### src/rtl/tsc_pkg.sv
package tsc_pkg;

  localparam int CMD_BITS = 8;
  localparam int CNT_W    = $clog2(CMD_BITS);

  // Field order matches the serial order of the control word, MSB first.
  typedef struct packed {
    logic       start;
    logic [2:0] chan;
    logic       short_res;
    logic       single_ref;
    logic [1:0] pwr_code;
  } ctrl_t;

  typedef enum logic [1:0] {
    TX_IDLE  = 2'd0,
    TX_ARM   = 2'd1,
    TX_BUSY  = 2'd2,
    TX_SHIFT = 2'd3
  } tx_state_t;

endpackage

### src/rtl/tsc_cmd_rx.sv
module tsc_cmd_rx
  import tsc_pkg::*;
(
  input  logic  clk,
  input  logic  rst_n,
  input  logic  cs_n,
  input  logic  rise,
  input  logic  din,
  output logic  cmd_valid,
  output ctrl_t cmd
);

  logic                active_q, active_d;
  logic [CNT_W-1:0]    cnt_q, cnt_d;
  logic [CMD_BITS-1:0] sh_q, sh_d;
  logic                valid_d;
  ctrl_t               cmd_d;

  always_comb begin
    active_d = active_q;
    cnt_d    = cnt_q;
    sh_d     = sh_q;
    valid_d  = 1'b0;
    cmd_d    = cmd;
    if (cs_n) begin
      active_d = 1'b0;
      cnt_d    = '0;
    end else if (rise) begin
      if (!active_q) begin
        // hunt for the start bit; zeros are dropped
        if (din) begin
          active_d = 1'b1;
          sh_d     = {{(CMD_BITS-1){1'b0}}, 1'b1};
          cnt_d    = CNT_W'(1);
        end
      end else begin
        sh_d = {sh_q[CMD_BITS-2:0], din};
        if (cnt_q == CNT_W'(CMD_BITS-1)) begin
          active_d = 1'b0;
          cnt_d    = '0;
          valid_d  = 1'b1;
          cmd_d    = ctrl_t'(sh_d);
        end else begin
          cnt_d = cnt_q + CNT_W'(1);
        end
      end
    end
  end

  always_ff @(posedge clk or negedge rst_n) begin
    if (!rst_n) begin
      active_q  <= 1'b0;
      cnt_q     <= '0;
      sh_q      <= '0;
      cmd_valid <= 1'b0;
      cmd       <= '0;
    end else begin
      active_q  <= active_d;
      cnt_q     <= cnt_d;
      sh_q      <= sh_d;
      cmd_valid <= valid_d;
      cmd       <= cmd_d;
    end
  end

  // every accepted word carries its start bit in the top position
  a_r1_start_on_top: assert property (@(posedge clk) disable iff (!rst_n)
    cmd_valid |-> cmd.start);

  // a high chip select leaves the receiver hunting from bit zero
  a_r12_rx_cleared: assert property (@(posedge clk) disable iff (!rst_n)
    cs_n |=> (!active_q && cnt_q == '0));

endmodule

### src/rtl/tsc_result_tx.sv
module tsc_result_tx
  import tsc_pkg::*;
#(
  parameter int RES_W   = 12,
  parameter int SHORT_W = 8
) (
  input  logic             clk,
  input  logic             rst_n,
  input  logic             cs_n,
  input  logic             fall,
  input  logic             load,
  input  logic             short_res,
  input  logic [RES_W-1:0] adc_data,
  output logic             busy,
  output logic             dout,
  output logic             converting
);

  localparam int LEFT_W = $clog2(RES_W + 1);
  localparam int PAD_W  = RES_W - SHORT_W;

  tx_state_t          st_q, st_d;
  logic [RES_W-1:0]   sh_q, sh_d;
  logic [LEFT_W-1:0]  left_q, left_d;
  logic               len_short_q, len_short_d;
  logic               busy_d, dout_d;

  always_comb begin
    st_d        = st_q;
    sh_d        = sh_q;
    left_d      = left_q;
    len_short_d = len_short_q;
    busy_d      = busy;
    dout_d      = dout;
    if (cs_n) begin
      st_d   = TX_IDLE;
      busy_d = 1'b0;
      dout_d = 1'b0;
      left_d = '0;
    end else if (load) begin
      // capture the analog word now; short mode keeps the upper bits
      st_d        = TX_ARM;
      len_short_d = short_res;
      sh_d        = short_res ? {adc_data[RES_W-1 -: SHORT_W], {PAD_W{1'b0}}}
                              : adc_data;
    end else if (fall) begin
      unique case (st_q)
        TX_ARM: begin
          st_d   = TX_BUSY;
          busy_d = 1'b1;
          dout_d = 1'b0;
        end
        TX_BUSY: begin
          st_d   = TX_SHIFT;
          busy_d = 1'b0;
          dout_d = sh_q[RES_W-1];
          sh_d   = {sh_q[RES_W-2:0], 1'b0};
          left_d = len_short_q ? LEFT_W'(SHORT_W-1) : LEFT_W'(RES_W-1);
        end
        TX_SHIFT: begin
          if (left_q == '0) begin
            st_d   = TX_IDLE;
            dout_d = 1'b0;
          end else begin
            dout_d = sh_q[RES_W-1];
            sh_d   = {sh_q[RES_W-2:0], 1'b0};
            left_d = left_q - LEFT_W'(1);
          end
        end
        default: dout_d = 1'b0;
      endcase
    end
  end

  always_ff @(posedge clk or negedge rst_n) begin
    if (!rst_n) begin
      st_q        <= TX_IDLE;
      sh_q        <= '0;
      left_q      <= '0;
      len_short_q <= 1'b0;
      busy        <= 1'b0;
      dout        <= 1'b0;
    end else begin
      st_q        <= st_d;
      sh_q        <= sh_d;
      left_q      <= left_d;
      len_short_q <= len_short_d;
      busy        <= busy_d;
      dout        <= dout_d;
    end
  end

  assign converting = load || (st_q != TX_IDLE);

  // no data bit is driven during the busy cycle
  a_r5_busy_quiet: assert property (@(posedge clk) disable iff (!rst_n)
    busy |-> !dout);

  // the bit counter never exceeds the long result length
  a_r3_left_bound: assert property (@(posedge clk) disable iff (!rst_n)
    left_q < LEFT_W'(RES_W));

  // a high chip select ends busy and any readout
  a_r12_tx_cleared: assert property (@(posedge clk) disable iff (!rst_n)
    cs_n |=> (!busy && st_q == TX_IDLE));

endmodule

### src/rtl/tsc_power_ctl.sv
module tsc_power_ctl (
  input  logic       clk,
  input  logic       rst_n,
  input  logic [1:0] pwr_code,
  input  logic       converting,
  output logic       pwr_down,
  output logic       pen_irq_en,
  output logic       pd_reserved
);

  logic sleeps_between;

  // codes 00 and 01 sleep between conversions; 10 and 11 stay powered
  assign sleeps_between = !pwr_code[1];
  assign pwr_down       = sleeps_between && !converting;
  assign pen_irq_en     = (pwr_code == 2'b00) && !converting;
  assign pd_reserved    = (pwr_code == 2'b10);

  // pen interrupt only in the powered-down state
  a_r9_pen_gated: assert property (@(posedge clk) disable iff (!rst_n)
    pen_irq_en |-> pwr_down);

  // a running conversion is never powered down
  a_r8_awake_converting: assert property (@(posedge clk) disable iff (!rst_n)
    converting |-> !pwr_down);

  // the reserved code keeps the converter powered
  a_r10_reserved_awake: assert property (@(posedge clk) disable iff (!rst_n)
    pd_reserved |-> !pwr_down);

endmodule

### src/rtl/tsc_serial_frontend.sv
module tsc_serial_frontend
  import tsc_pkg::*;
#(
  parameter int RES_W   = 12,
  parameter int SHORT_W = 8
) (
  input  logic             clk,
  input  logic             rst_n,
  input  logic             cs_n,
  input  logic             sclk,
  input  logic             din,
  input  logic [RES_W-1:0] adc_data,
  output logic             dout,
  output logic             dout_en,
  output logic             busy,
  output logic [2:0]       chan_sel,
  output logic             ref_single,
  output logic             diff_sw_on,
  output logic             res_short,
  output logic             pwr_down,
  output logic             pen_irq_en,
  output logic             pd_reserved
);

  logic [1:0] rst_sync_q;
  logic       rst_i;
  logic       sclk_q;
  logic       rise, fall;
  logic       cmd_valid;
  ctrl_t      cmd;
  logic       converting;

  // asynchronous assert, synchronous release
  always_ff @(posedge clk or negedge rst_n) begin
    if (!rst_n) rst_sync_q <= 2'b00;
    else        rst_sync_q <= {rst_sync_q[0], 1'b1};
  end
  assign rst_i = rst_sync_q[1];

  always_ff @(posedge clk or negedge rst_i) begin
    if (!rst_i) begin
      sclk_q  <= 1'b0;
      dout_en <= 1'b0;
    end else begin
      sclk_q  <= sclk;
      dout_en <= !cs_n;
    end
  end

  assign rise = !cs_n && sclk && !sclk_q;
  assign fall = !cs_n && !sclk && sclk_q;

  tsc_cmd_rx u_rx (
    .clk       (clk),
    .rst_n     (rst_i),
    .cs_n      (cs_n),
    .rise      (rise),
    .din       (din),
    .cmd_valid (cmd_valid),
    .cmd       (cmd)
  );

  tsc_result_tx #(.RES_W(RES_W), .SHORT_W(SHORT_W)) u_tx (
    .clk        (clk),
    .rst_n      (rst_i),
    .cs_n       (cs_n),
    .fall       (fall),
    .load       (cmd_valid),
    .short_res  (cmd.short_res),
    .adc_data   (adc_data),
    .busy       (busy),
    .dout       (dout),
    .converting (converting)
  );

  tsc_power_ctl u_pwr (
    .clk         (clk),
    .rst_n       (rst_i),
    .pwr_code    (cmd.pwr_code),
    .converting  (converting),
    .pwr_down    (pwr_down),
    .pen_irq_en  (pen_irq_en),
    .pd_reserved (pd_reserved)
  );

  assign chan_sel   = cmd.chan;
  assign ref_single = cmd.single_ref;
  assign res_short  = cmd.short_res;
  assign diff_sw_on = converting && !cmd.single_ref;

  // switches stay open with a single-ended reference
  a_r11_sw_single_open: assert property (@(posedge clk) disable iff (!rst_i)
    ref_single |-> !diff_sw_on);

  // chip select high releases the data line
  a_r12_oe_off: assert property (@(posedge clk) disable iff (!rst_i)
    cs_n |=> !dout_en);

endmodule

### config.mk
export PLATFORM = sky130hd
export DESIGN_NAME = tsc_serial_frontend
export DESIGN_NICKNAME = d
export VERILOG_FILES = /design/src/rtl/tsc_pkg.sv /design/src/rtl/tsc_cmd_rx.sv /design/src/rtl/tsc_result_tx.sv /design/src/rtl/tsc_power_ctl.sv /design/src/rtl/tsc_serial_frontend.sv
export SDC_FILE = /design/constraint.sdc
export NUM_CORES = 1
export LEC_CHECK = 0
export CAP_MARGIN = 20
export CORE_MARGIN = 4
export CORE_UTILIZATION = 50
export CTS_CLUSTER_SIZE = 12
export DETAILED_ROUTE_END_ITERATION = 16
export GPL_TIMING_DRIVEN = 0
export PLACE_DENSITY = 0.79
export SLEW_MARGIN = 20
export SYNTH_ARGS = -nofsm -noshare
export SYNTH_HDL_FRONTEND = slang
export SYNTH_SLANG_ARGS = --single-unit
### constraint.sdc
create_clock -name clk -period 3.11 [get_ports clk]
set_input_delay 0.7775 -clock clk [delete_from_list [all_inputs] [get_ports clk]]
set_output_delay 0.7775 -clock clk [all_outputs]
set_load 0.02 [all_outputs]
=== Word level (Yosys, flattened, before mapping) ===
Cells that the tools add are included.

* Bits of input ports: 17
* Bits in registers: 43
* Word-level logic and storage cells: 106
* Output and inout port bits: 12

* Add/subtract/negate cells: 2
* Equality and inequality tests: 9
* Mux-type cells: 41
* Reduce and logical (&&, ||, !) cells: 36
* Bitwise logic cells: 1

{| class="wikitable"
|+ Operators by type and width
! operator !! count
|-
| $mux W12 || 3
|-
| $mux W4 || 6
|-
| $pmux W12 S2 || 1
|-
| $mux W1 || 16
|-
| $mux W3 || 5
|-
| $reduce_bool A3 Y1 || 5
|-
| $mux W6 || 2
|-
| $reduce_and A4 Y1 || 3
|-
| $reduce_bool A2 Y1 || 5
|-
| $reduce_and A3 Y1 || 3
|-
| $mux W2 || 4
|-
| $pmux W4 S2 || 1
|-
| $logic_and A1 B1 Y1 || 7
|-
| $eq A2 B2 Y1 const B || 3
|-
| $logic_not A1 Y1 || 6
|-
| $ne A3 B3 Y1 const B || 2
|-
| $pmux W2 S3 || 1
|-
| $reduce_and A2 Y1 || 3
|-
| $reduce_bool A5 Y1 || 1
|-
| $logic_not A4 Y1 || 1
|-
| $ne A4 B3 Y1 const B || 1
|-
| $pmux W1 S2 || 2
|-
| $sub A4 B1 Y4 const B || 1
|-
| $add A3 B1 Y3 const B || 1
|-
| other kinds (6) || 6
|}

=== Depth between registers and ports, before layout ===
Gate-level depths: netlist of run 1.

* Word-level depth: 6
* Mapped depth: 7
* Depth with buffers taken out: 5

=== Modules after synthesis ===
From an unflattened synthesis of run 1, not the netlist that was laid out.

* Cell total of the unflattened synthesis: 202
* Area total of the unflattened synthesis: 2270.9 µm²

{| class="wikitable"
|+ By module, submodules not included
! module !! instances !! cells an instance !! area each (µm²) !! sequential area each (µm²)
|-
| tsc_result_tx || 1 || 129 || 1280.0 || 525.5
|-
| tsc_cmd_rx || 1 || 61 || 839.6 || 500.5
|-
| tsc_serial_frontend || 1 || 9 || 128.9 || 100.1
|-
| tsc_power_ctl || 1 || 3 || 22.5 || 0.0
|}

=== Worst setup path before layout of run 1 ===
No wires, ideal clock.

* Path kind: reg-to-output
* Start point: reg u_rx.cmd_valid
* End point: out pen_irq_en
* Path buffers: 2
* Path slack: 0.412 ns
* Data arrival time: 1.921 ns
* Required time: 2.332 ns
* Cell stages (with the launch flop): 5
* Cell sequence: dfrtp_1 buf_4 clkbuf_1 nor4_1 nor2b_1

* Cells in the longest elaborated chain, start to end: 3

{| class="wikitable"
|+ Ends and longest elaborated chain
! what !! line !! RTL
|-
| start: declaration || tsc_cmd_rx.sv:9 || <nowiki>output logic cmd_valid,</nowiki>
|-
| start signal: assignment || tsc_cmd_rx.sv:61 || <nowiki>cmd_valid <= valid_d;</nowiki>
|-
| $logic_or A1 B1 Y1 || tsc_result_tx.sv:93 || <nowiki>assign converting = load || (st_q != TX_IDLE);</nowiki>
|-
| $logic_not A1 Y1 || tsc_power_ctl.sv:16 || <nowiki>assign pen_irq_en = (pwr_code == 2'b00) && !converting;</nowiki>
|-
| $logic_and A1 B1 Y1 || tsc_power_ctl.sv:16 ||
|-
| end: declaration || tsc_serial_frontend.sv:21 || <nowiki>output logic pen_irq_en,</nowiki>
|}

No other way between the ends.

=== Worst setup path in the final report of run 1 ===
* Start point: reg u_tx.st_q[1]
* End point: out diff_sw_on

* Cells in the longest elaborated chain, start to end: 3

{| class="wikitable"
|+ Ends and longest elaborated chain
! what !! line !! RTL
|-
| start: declaration || tsc_result_tx.sv:22 || <nowiki>tx_state_t st_q, st_d;</nowiki>
|-
| start signal: assignment || tsc_result_tx.sv:84 || <nowiki>st_q <= st_d;</nowiki>
|-
| $reduce_bool A2 Y1 || tsc_result_tx.sv:93 ||
|-
| $logic_or A1 B1 Y1 || tsc_result_tx.sv:93 ||
|-
| $logic_and A1 B1 Y1 || tsc_serial_frontend.sv:89 || <nowiki>assign diff_sw_on = converting && !cmd.single_ref;</nowiki>
|-
| end: declaration || tsc_serial_frontend.sv:18 || <nowiki>output logic diff_sw_on,</nowiki>
|}

No other way between the ends.

==> results of run 1 <==
[registers in the layout (all words and copies together) (netlist names), 2 cells and up]
register,cells
rst_sync_q,2
u_tx.left_q,4
u_rx.cmd,7
u_rx.cnt_q,3
u_tx.sh_q,12
u_rx.sh_q,6
u_tx.st_q,2
[per-layer routing]
| metal | track usage | vias to the layer above | wire length (um) |
|---|---|---|---|
| li1 | - | 695 | - |
| met5 | 0 | - | 0 |
| met3 | 0.0402 | 9 | 149 |
| met1 | 0.254 | 744 | 1930 |
| met2 | 0.318 | 30 | 2300 |
| met4 | 0.0574 | 0 | 68 |
[cell type report]
cell class,count,area (um^2)
flip-flops and latches,43,1080
inverters,11,41.3
clock buffers,8,100
plain buffers,13,75.1
fillers,322,1470
repair buffers,29,300
well taps,50,62.6
multi-input cells,105,898
[cells by family (layout without fill, tap and decap cells)]
group                      count (synthesis)  in the layout  share of synthesized area
AOI/OAI and AO/OA                         34             34                      0.124
adders and majority gates                  4              4                     0.0240
buffers and inverters                     24             61                     0.0553
DFF                                       43             43                      0.517
muxes                                     28             28                      0.162
other                                      1              1                    0.00180
and+or+nand+nor                           38             38                      0.116
[worst max-delay path by stage]
stage	to	cells past startpoint	start	slack [ns]
after floorplan	pen_irq_en	4	u_rx.cmd_valid$_DFF_PN0_	0.41
after global placement	pen_irq_en	5	u_rx.cmd_valid$_DFF_PN0_	0.35
after detailed placement	pen_irq_en	5	u_rx.cmd_valid$_DFF_PN0_	0.32
after CTS	diff_sw_on	5	u_tx.st_q[1]$_DFFE_PN0P_	0.04
after global routing	diff_sw_on	5	u_tx.st_q[1]$_DFFE_PN0P_	0.02
final	diff_sw_on	5	u_tx.st_q[1]$_DFFE_PN0P_	0.14
[metrics by stage]
step | utilization | power [mW] | instance area, um^2 | setup slack, ns
final | 0.634 | 1.02 | 2550 | 0.144
after detailed placement | 0.607 | 0.648 | 2450 | 0.322
after floorplan | - | 0.612 | 2080 | 0.412
after CTS | 0.634 | 1.03 | 2550 | 0.0396
after global placement | 0.602 | 0.643 | 2430 | 0.347
after global routing | 0.634 | 1.06 | 2550 | 0.0219
[cell usage in the layout (no fill, tap or decap), types with 2 or more instances in the layout]
cell type and count:
nand2_1 5, dfrtp_1 42, mux2_4 7, a21oi_1 9
clkbuf_8 7, nor2b_1 7, clkbuf_1 6, inv_1 11
nor3_1 5, nand4_1 2, buf_2 2, buf_4 4
clkdlybuf4s50_1 28, mux2_2 18, a22o_1 6, a2bb2oi_1 2
nand3_1 3, o22ai_1 2, nor4_1 3, ha_1 4
nor3b_1 2, a31oi_1 3, mux2i_1 3
[worst max-delay path, cell delays in order, from the launching register on]
cell and delay, ns:
dfrtp_1 0.37, clkbuf_1 0.38, clkbuf_2 0.30, nor3_1 0.07
nor2_1 0.14, clkdlybuf4s50_1 0.62
[what timing repair did]
item | CTS | global route
pin swaps | 0 | 1
resized for setup | 1 | 2
setup buffers | 0 | 0
setup endpoints to repair | 1 | 2
[where the power goes]
group	total (mW)	internal [mW]	switching, mW
clock	0.384	0.203	0.182
sequential	0.577	0.568	0.00899
combinational	0.0596	0.0319	0.0277
total	1.02	0.802	0.218
==> results by group, run 1 <==
Yosys
  – Cells after Synth: 172
  – Yosys reg bits: 43
  – Most common cell in the netlist: dfrtp_1
  – Warnings, synthesis: 0
  – Post-synth EDFFs: 0
  – Area share of the largest cell type after synthesis: 0.517
  – Register area share after synthesis: 0.517
  – Post-Syn Area per Cell: ~12 um^2
  – Yosys cell types: 45
  – Synth area leaders: dfrtp_1 (52%), mux2_2 (9.7%), mux2_4 (5.0%)
  – Syn Std Cell Area: 0.00208 mm^2
  – Area leader, netlist: dfrtp_1
  – Syn nets: 193
  – Ys flop type: dfrtp_1
  – Async S/R FF share, synth: 1.00
  – Most frequent cells after synthesis: dfrtp_1 (43), mux2_2 (18), inv_1 (11)

Floorplanning
  – I/O Pins: 29
  – Die Y: 72.6 um
  – Core Area: 0.00403 mm^2
  – Die footprint: 0.00526 mm^2
  – FP Rows: 23
  – Die width: between 70 and 80 um
  – Starting Density: 0.517

Routing
  – DRT iter0 DRCs: 119
  – Vias: 1478
  – DR vias/cell: between 5 and 6
  – Final WL: 4450 um
  – DR pass1 iterations: 4
  – Antenna Nets Post-Route: 0
  – Remaining routing DRC violations: 0
  – WL/cell: 17.2 um

Setup path
  – Setup CP Type: flop to output pin
  – R2R depth: 7
  – Type of origin of the critical path: flop
  – Crit path DAT: 2.19 ns
  – Req. time, crit path: 2.33 ns
  – Flop-to-flop setup slack: 1.17 ns
  – Reg-to-Reg End: u_tx.sh_q[4]$_DFFE_PN0P_
  – Worst r2r src: u_tx.left_q[0]$_DFFE_PN0P_
  – Crit end category: output pin
  – CP Max Fanout: 10

Job
  – Max cap viols: 0

Clock tree
  – Worst skew pair latency: 0.29 ns
  – CTS max path bufs: 2
  – CTS Buf Count: 5
  – H-tree depth: 2
  – Root Buffer: clkbuf_8
  – Sink Count: 43
  – Hold bufs inserted after CTS: 0
  – TritonCTS clock tree: built
  – Clk slew on worst S/H paths: ~0.080 ns

Final layout
  – Layout Area Growth over Synthesis: 22.6%
  – Post-route non-filler standard cell count: between 200 and 300
  – Final-stage net count: around 230
  – Antenna diodes: 0
  – Fraction of layout instances using a drive strength above 1: 0.225

STA
  – Final setup fails: 0
  – Final Cycle Share: 0.954
  – Setup TNS Final: 0 ns
  – Fmax: 337 MHz
  – Worst hold slack: 0.127 ns
  – Fin. Hold Viols: 0
  – Slew HR: 0.408
  – RSZ-0062 raised after global routing: no
  – Worst slew pin tran: 0.886 ns
  – Post-layout min period: 2.97 ns
  – Clock Skew: 0.0106 ns
  – Slew Limit Fails: 0

Place
  – DP Wirelength: approximately 3200 um
  – Final Wtd Congestion: 0.924
  – I/O Buffers: 28
  – Cells after DPL: 251

GRT
  – Vias in the first global route: 1587
  – Largest net degree at the start of global routing: 34
  – Grt ovf: 0
  – First-pass GRT wire length: 7910 um
  – Total GRT Usage: 0.192
  – Initial antenna violation count: 0

Power
  – Pwr per Cell Area: 400 mW/mm^2
  – Leak: ~1.2 nW
  – Peak supply drop: 0.000265 V

Status
  – Status: completed

Hold path
  – Hold WC Path Type: flop to async pin
No activity file was read; power rests on OpenSTA's default activity.
==> run 2, diff against run 1 <==
--- a/config.mk
+++ b/config.mk
@@ -7,11 +7,11 @@
 export LEC_CHECK = 0
 export CAP_MARGIN = 20
 export CORE_MARGIN = 4
-export CORE_UTILIZATION = 50
+export CORE_UTILIZATION = 49
 export CTS_CLUSTER_SIZE = 12
 export DETAILED_ROUTE_END_ITERATION = 16
 export GPL_TIMING_DRIVEN = 0
-export PLACE_DENSITY = 0.79
+export PLACE_DENSITY = 0.81
 export SLEW_MARGIN = 20
 export SYNTH_ARGS = -nofsm -noshare
 export SYNTH_HDL_FRONTEND = slang
==> constraint.sdc (replaced) <==
create_clock -name clk -period 2.66 [get_ports clk]
set_input_delay 0.665 -clock clk [delete_from_list [all_inputs] [get_ports clk]]
set_output_delay 0.665 -clock clk [all_outputs]
set_load 0.02 [all_outputs]
==> results by group, run 2 (synthesis results as in run 1) <==
Status
  – Status: completed

Setup path
  – Crit. Startpoint: u_tx.st_q[1]$_DFFE_PN0P_
  – Crit-path max cell delay: 0.61 ns (about the same)
  – CP cell instances: nor4_2 -> nor2b_1 -> clkdlybuf4s50_1
  – Slowest CP cell: clkdlybuf4s50_1
  – Worst r2r src: u_tx.left_q[0]$_DFFE_PN0P_
  – Setup CP Type: flop to output pin
  – Flop-to-flop setup slack: 0.76 ns (-0.41 ns)
  – Crit path max-delay family: buffers and inverters
  – Crit end category: output pin
  – CP Max Fanout: 11 (+1)
  – Req. time, crit path: 2.00 ns (-0.33 ns)
  – Number of buffers and inverters on the critical path: 1 (-2)
  – Type of origin of the critical path: flop
  – Crit path DAT: 1.88 ns (-0.31 ns)

GRT
  – Initial antenna violation count: 0 (unchanged)
  – Vias in the first global route: 1472 (-7.2%)
  – First-pass GRT wire length: 6950 um (-12%)
  – Largest net degree at the start of global routing: 29 (-15%)
  – Total GRT Usage: 0.169 (-0.0226)
  – Grt ovf: 0 (unchanged)

Final layout
  – Fin area: 0.00254 mm^2 (-0.59%)
  – Filler cells: 321 (-0.31%)
  – Commonest non-fill, non-tap cell in the layout: dfrtp_1
  – Largest register FFs: 12 (unchanged)
  – Most frequent cells in the layout: dfrtp_1 (41), clkdlybuf4s50_1 (28), mux2_2 (18)
  – Layout Area Growth over Synthesis: 21.9%
  – Final-stage net count: 227 (-0.87%)
  – Biggest regs: u_tx.sh_q: 12 flops, u_rx.cmd: 7 flops, u_rx.sh_q: 6 flops
  – Reg with most FFs: u_tx.sh_q
  – Antenna diodes: 0 (unchanged)
  – Fraction of layout instances using a drive strength above 1: 0.242 (+0.0167)
  – Util after Layout: 0.626 (-0.00820)
  – Post-route non-filler standard cell count: 257 (-0.77%)

STA
  – Slew HR: 0.463 (+0.0550)
  – Setup TNS Final: 0 ns (unchanged)
  – Final Cycle Share: 0.956
  – Fmax: 393 MHz
  – Clock Skew: 0.00670 ns (-0.00385 ns)
  – Slew Limit Fails: 0 (unchanged)
  – Worst slew pin tran: 0.803 ns (-0.0824 ns)
  – Post-layout min period: 2.54 ns
  – RSZ-0062 raised after global routing: no
  – Fin. Hold Viols: 0 (unchanged)
  – Final setup fails: 0 (unchanged)

Power
  – Sw Ratio: 0.229 (+0.0153)
  – Pwr per Cell Area: 452 mW/mm^2 (+13%)
  – Logic pwr share: 0.060 (+0.002)
  – Peak supply drop: 0.000296 V (+12%)
  – Switching power total: 263 uW (+20%)
  – Clock network power share: 0.351 (-0.026)
  – Pint: 885 uW (+10%)
  – Leak: 1.20 nW (-0.81%)
  – Reg power frac: 0.589 (+0.024)

Routing
  – Final WL: 3930 um (-11%)
  – DRT iter0 DRCs: 91 (-24%)
  – Vias: 1459 (-1.3%)
  – DR pass1 iterations: 4 (unchanged)
  – DR vias/cell: 5.68 (-0.52%)
  – WL/cell: 15.3 um (-11%)
  – Antenna Nets Post-Route: 0 (unchanged)
  – Remaining routing DRC violations: 0 (unchanged)

Clock tree
  – CTS Buf Count: 5 (unchanged)
  – H-tree depth: 2 (unchanged)
  – TritonCTS clock tree: built
  – CTS max path bufs: 2 (unchanged)
  – Worst skew pair latency: 0.30 ns (about the same)
  – Clk slew on worst S/H paths: 0.08 ns (about the same)
  – Root Buffer: clkbuf_8
  – Postcts setup bufs: 0 (unchanged)
  – Sink Count: 43 (unchanged)

Floorplanning
  – I/O Pins: 29 (unchanged)
  – FP Rows: 23 (unchanged)
  – Core Area: 0.00406 mm^2 (+0.71%)
  – Die footprint: 0.00536 mm^2 (+1.8%)
  – Die Y: 73.2 um (+0.90%)
  – Die width: 73.2 um (+0.90%)
  – Starting Density: 0.513 (-0.00367)

Job
  – Max cap viols: 0 (unchanged)

Place
  – DP Wirelength: 2910 um (-7.6%)
  – I/O Buffers: 28 (unchanged)
  – Final Wtd Congestion: 0.804 (-13%)
  – Cells after DPL: 251 (unchanged)
  – Placement Cell Area: 0.00245 mm^2 (unchanged)

Hold path
  – Hold WC Path Type: flop to async pin
## run 2: power by group through the flow
stage                     Sequential [mW]  Clock (mW)  Combinational [mW]
after CTS                           0.677       0.413              0.0698
after detailed placement            0.690           0              0.0694
final                               0.676       0.403              0.0686
after global routing                0.678       0.442              0.0774
after floorplan                     0.692           0              0.0234
after global placement              0.696           0              0.0569
## run 2: layer usage
metal	part of all wire	global-route usage	up-vias	routed length, um
li1	-	-	691	-
met1	0.45	0.232	730	1770
met2	0.50	0.260	31	1950
met3	0.038	0.0468	7	150
met4	0.014	0.0553	0	55
met5	0	0	-	0
## run 2: timing repair
action | 4_1_cts | 5_1_grt
endpoints found under the setup margin | 3 | 2
hold buffers | 0 | 0
gates resized for setup | 2 | 4
pin swaps | 1 | 0
## run 2: worst paths after layout
check,endpoint,cells past startpoint
max,pen_irq_en,3
min,u_tx.sh_q[5]$_DFFE_PN0P_,0
max reg2reg,u_tx.sh_q[4]$_DFFE_PN0P_,7
min reg2reg,u_tx.sh_q[5]$_DFFE_PN0P_,0
max in group asynchronous,rst_sync_q[1]$_DFF_PN0_,1
min in group clk,rst_sync_q[1]$_DFF_PN0_,0
## run 2: final cells by class
| type | count | area (um^2) | share of cell area |
|---|---|---|---|
| timing repair buffer | 29 | 300 | 0.118 |
| buffer | 11 | 68.8 | 0.0271 |
| multi-input combinational | 105 | 903 | 0.356 |
| sequential | 43 | 1080 | 0.425 |
| clock inverter | 2 | 12.5 | 0.00493 |
| tap | 50 | 62.6 | 0.0246 |
| inverter | 11 | 41.3 | 0.0163 |
| clock buffer | 6 | 72.6 | 0.0286 |
## run 2: stage by stage
| step | total power, mW | worst slack [ns] | hold slack, ns |
|---|---|---|---|
| global placement | 0.753 | 0.0223 | 0.335 |
| global route | 1.20 | 0.00417 | 0.192 |
| detailed placement | 0.759 | -0.0138 | 0.178 |
| CTS | 1.16 | 0.0261 | 0.183 |
| floorplan | 0.715 | 0.0741 | 0.331 |
| finish | 1.15 | 0.118 | 0.166 |
==> run 3, diff against run 2 <==
--- a/config.mk
+++ b/config.mk
@@ -12,7 +12,7 @@
 export DETAILED_ROUTE_END_ITERATION = 16
 export GPL_TIMING_DRIVEN = 0
 export PLACE_DENSITY = 0.81
-export SLEW_MARGIN = 20
+export SLEW_MARGIN = 15
 export SYNTH_ARGS = -nofsm -noshare
 export SYNTH_HDL_FRONTEND = slang
 export SYNTH_SLANG_ARGS = --single-unit
==> results by group, run 3 (synthesis results as in run 1) <==
Final layout
  – Most frequent cells in the layout: dfrtp_1 (41), clkdlybuf4s50_1 (28), mux2_2 (18)
  – Final-stage net count: 227 (unchanged)
  – Layout Area Growth over Synthesis: 22.3%
  – Commonest non-fill, non-tap cell in the layout: dfrtp_1
  – Filler cells: 330 (+2.8%)
  – Util after Layout: 0.628 (+0.00216)
  – Fraction of layout instances using a drive strength above 1: 0.242 (unchanged)
  – Biggest regs: u_tx.sh_q: 12 flops, u_rx.cmd: 7 flops, u_rx.sh_q: 6 flops
  – Reg with most FFs: u_tx.sh_q
  – Fin area: 0.00255 mm^2 (+0.34%)
  – Largest register FFs: 12 (unchanged)
  – Antenna diodes: 0 (unchanged)
  – Post-route non-filler standard cell count: 257 (unchanged)

STA
  – Final setup fails: 0 (unchanged)
  – Fin. Hold Viols: 0 (unchanged)
  – Slew HR: 0.465 (+0.00136)
  – Clock Skew: 0.00956 ns (+0.00286 ns)
  – Worst slew pin tran: 0.801 ns (-0.00203 ns)
  – RSZ-0062 raised after global routing: no
  – Post-layout min period: 2.53 ns (-0.0140 ns)
  – Fmax: 396 MHz (+0.56%)
  – Slew Limit Fails: 0 (unchanged)
  – Final Cycle Share: 0.950 (-0.00528)

Setup path
  – Crit end category: output pin
  – CP Max Fanout: 11 (unchanged)
  – CP cell instances: nor4_4 -> nor2b_1 -> clkdlybuf4s50_1
  – Crit path DAT: 1.86 ns (-0.02 ns)
  – Crit-path max cell delay: 0.61 ns (about the same)
  – Type of origin of the critical path: flop
  – Req. time, crit path: 2.00 ns (about the same)
  – Slowest CP cell: clkdlybuf4s50_1
  – Setup CP Type: flop to output pin

Clock tree
  – TritonCTS clock tree: built
  – Sink Count: 43 (unchanged)
  – Postcts setup bufs: 0 (unchanged)
  – CTS max path bufs: 2 (unchanged)
  – Worst skew pair latency: 0.30 ns (about the same)
  – Root Buffer: clkbuf_8
  – Clk slew on worst S/H paths: 0.09 ns (about the same)
  – CTS Buf Count: 5 (unchanged)
  – H-tree depth: 2 (unchanged)

Floorplanning
  – FP Rows: 23 (unchanged)
  – Die footprint: 0.00536 mm^2 (unchanged)
  – Die Y: 73.2 um (unchanged)
  – Core Area: 0.00406 mm^2 (unchanged)
  – Die width: 73.2 um (unchanged)
  – I/O Pins: 29 (unchanged)
  – Starting Density: 0.513 (unchanged)

Power
  – Pwr per Cell Area: 450 mW/mm^2 (-0.37%)
  – Reg power frac: 0.588 (about the same)
  – Logic pwr share: 0.061 (about the same)
  – Pint: 885 uW (about the same)
  – Switching power total: 263 uW (-0.19%)
  – Leak: 1.21 nW (+0.49%)
  – Peak supply drop: 0.000407 V (+37%)
  – Sw Ratio: 0.229 (-0.000360)
  – Overall power: 1.15 mW (about the same)
  – Clock network power share: 0.351 (about the same)

Routing
  – Remaining routing DRC violations: 0 (unchanged)
  – Antenna Nets Post-Route: 0 (unchanged)
  – WL/cell: 15.5 um (+1.0%)
  – Vias: 1444 (-1.0%)
  – Final WL: 3970 um (+1.0%)
  – DRT iter0 DRCs: 92 (+1.1%)
  – DR vias/cell: 5.62 (-1.0%)
  – DR pass1 iterations: 4 (unchanged)

Place
  – Final Wtd Congestion: 0.804 (unchanged)
  – Cells after DPL: 251 (unchanged)
  – Placement Cell Area: 0.00245 mm^2 (unchanged)
  – I/O Buffers: 28 (unchanged)
  – DP Wirelength: 2940 um (+0.82%)

Hold path
  – Hold WC Path Type: flop to async pin

GRT
  – Vias in the first global route: 1499 (+1.8%)
  – First-pass GRT wire length: 6880 um (-0.99%)
  – Total GRT Usage: 0.167 (-0.00271)
  – Initial antenna violation count: 0 (unchanged)
  – Largest net degree at the start of global routing: 35 (+21%)
  – Grt ovf: 0 (unchanged)

Status
  – Status: completed

Job
  – Max cap viols: 0 (unchanged)
[run 3: cell counts in the layout (fill, tap and decap cells not counted)]
Identical to the previous run, type by type.
[run 3: routing by layer]
metal | track usage | share of wire
met1 | 0.218 | 0.45
met2 | 0.269 | 0.50
met3 | 0.0468 | 0.030
met4 | 0.0492 | 0.012
met5 | 0 | 0
[run 3: worst paths after layout]
check	from	end	slack, ns	cells after the start
worst max-delay path	u_tx.st_q[1]$_DFFE_PN0P_	pen_irq_en	0.13	3
worst min-delay path	rst_sync_q[1]$_DFF_PN0_	u_tx.sh_q[5]$_DFFE_PN0P_	0.11	0
worst max register to register	u_tx.left_q[0]$_DFFE_PN0P_	u_tx.sh_q[4]$_DFFE_PN0P_	0.76	7
worst min register to register	rst_sync_q[1]$_DFF_PN0_	u_tx.sh_q[5]$_DFFE_PN0P_	0.11	0
max in group asynchronous	rst_n	rst_sync_q[1]$_DFF_PN0_	2.01	1
min in group clk	rst_sync_q[0]$_DFF_PN0_	rst_sync_q[1]$_DFF_PN0_	0.36	0
[run 3: through the flow]
step,setup TNS (ns),hold slack [ns],worst slack [ns]
finish,0,0.113,0.132
detailed placement,-0.0114,0.119,-0.0114
global route,0,0.135,0.0324
floorplan,0,0.331,0.0741
global placement,0,0.335,0.0223
CTS,0,0.125,0.0257
[run 3: worst max-delay path: cells and delay by family (launching register included)]
family / cells / cell delay, ns
and+or+nand+nor: 2 / 0.46
buffers and inverters: 1 / 0.61
DFF: 1 / 0.50
[run 3: layout make-up]
class | instances | area [um^2] | area share
timing repair buffer | 29 | 300 | 0.118
clock inverter | 2 | 12.5 | 0.00491
tap | 50 | 62.6 | 0.0245
inverter | 11 | 41.3 | 0.0162
multi-input combinational | 105 | 912 | 0.358
buffer | 11 | 68.8 | 0.0270
sequential | 43 | 1080 | 0.423
clock buffer | 6 | 72.6 | 0.0285
[run 3: timing repair]
item / 4_1_cts / 5_1_grt
hold buffers: 0 / 0
pin swaps: 1 / 0
gates resized for setup: 2 / 5
setup endpoints to repair: 3 / 2
[run 3: power by group through the flow]
| stage | registers, mW | logic [mW] | clock network (mW) |
|---|---|---|---|
| finish | 0.674 | 0.0700 | 0.403 |
| global route | 0.677 | 0.0789 | 0.445 |
| floorplan | 0.692 | 0.0234 | 0 |
| detailed placement | 0.688 | 0.0712 | 0 |
| global placement | 0.696 | 0.0569 | 0 |
| CTS | 0.675 | 0.0716 | 0.411 |
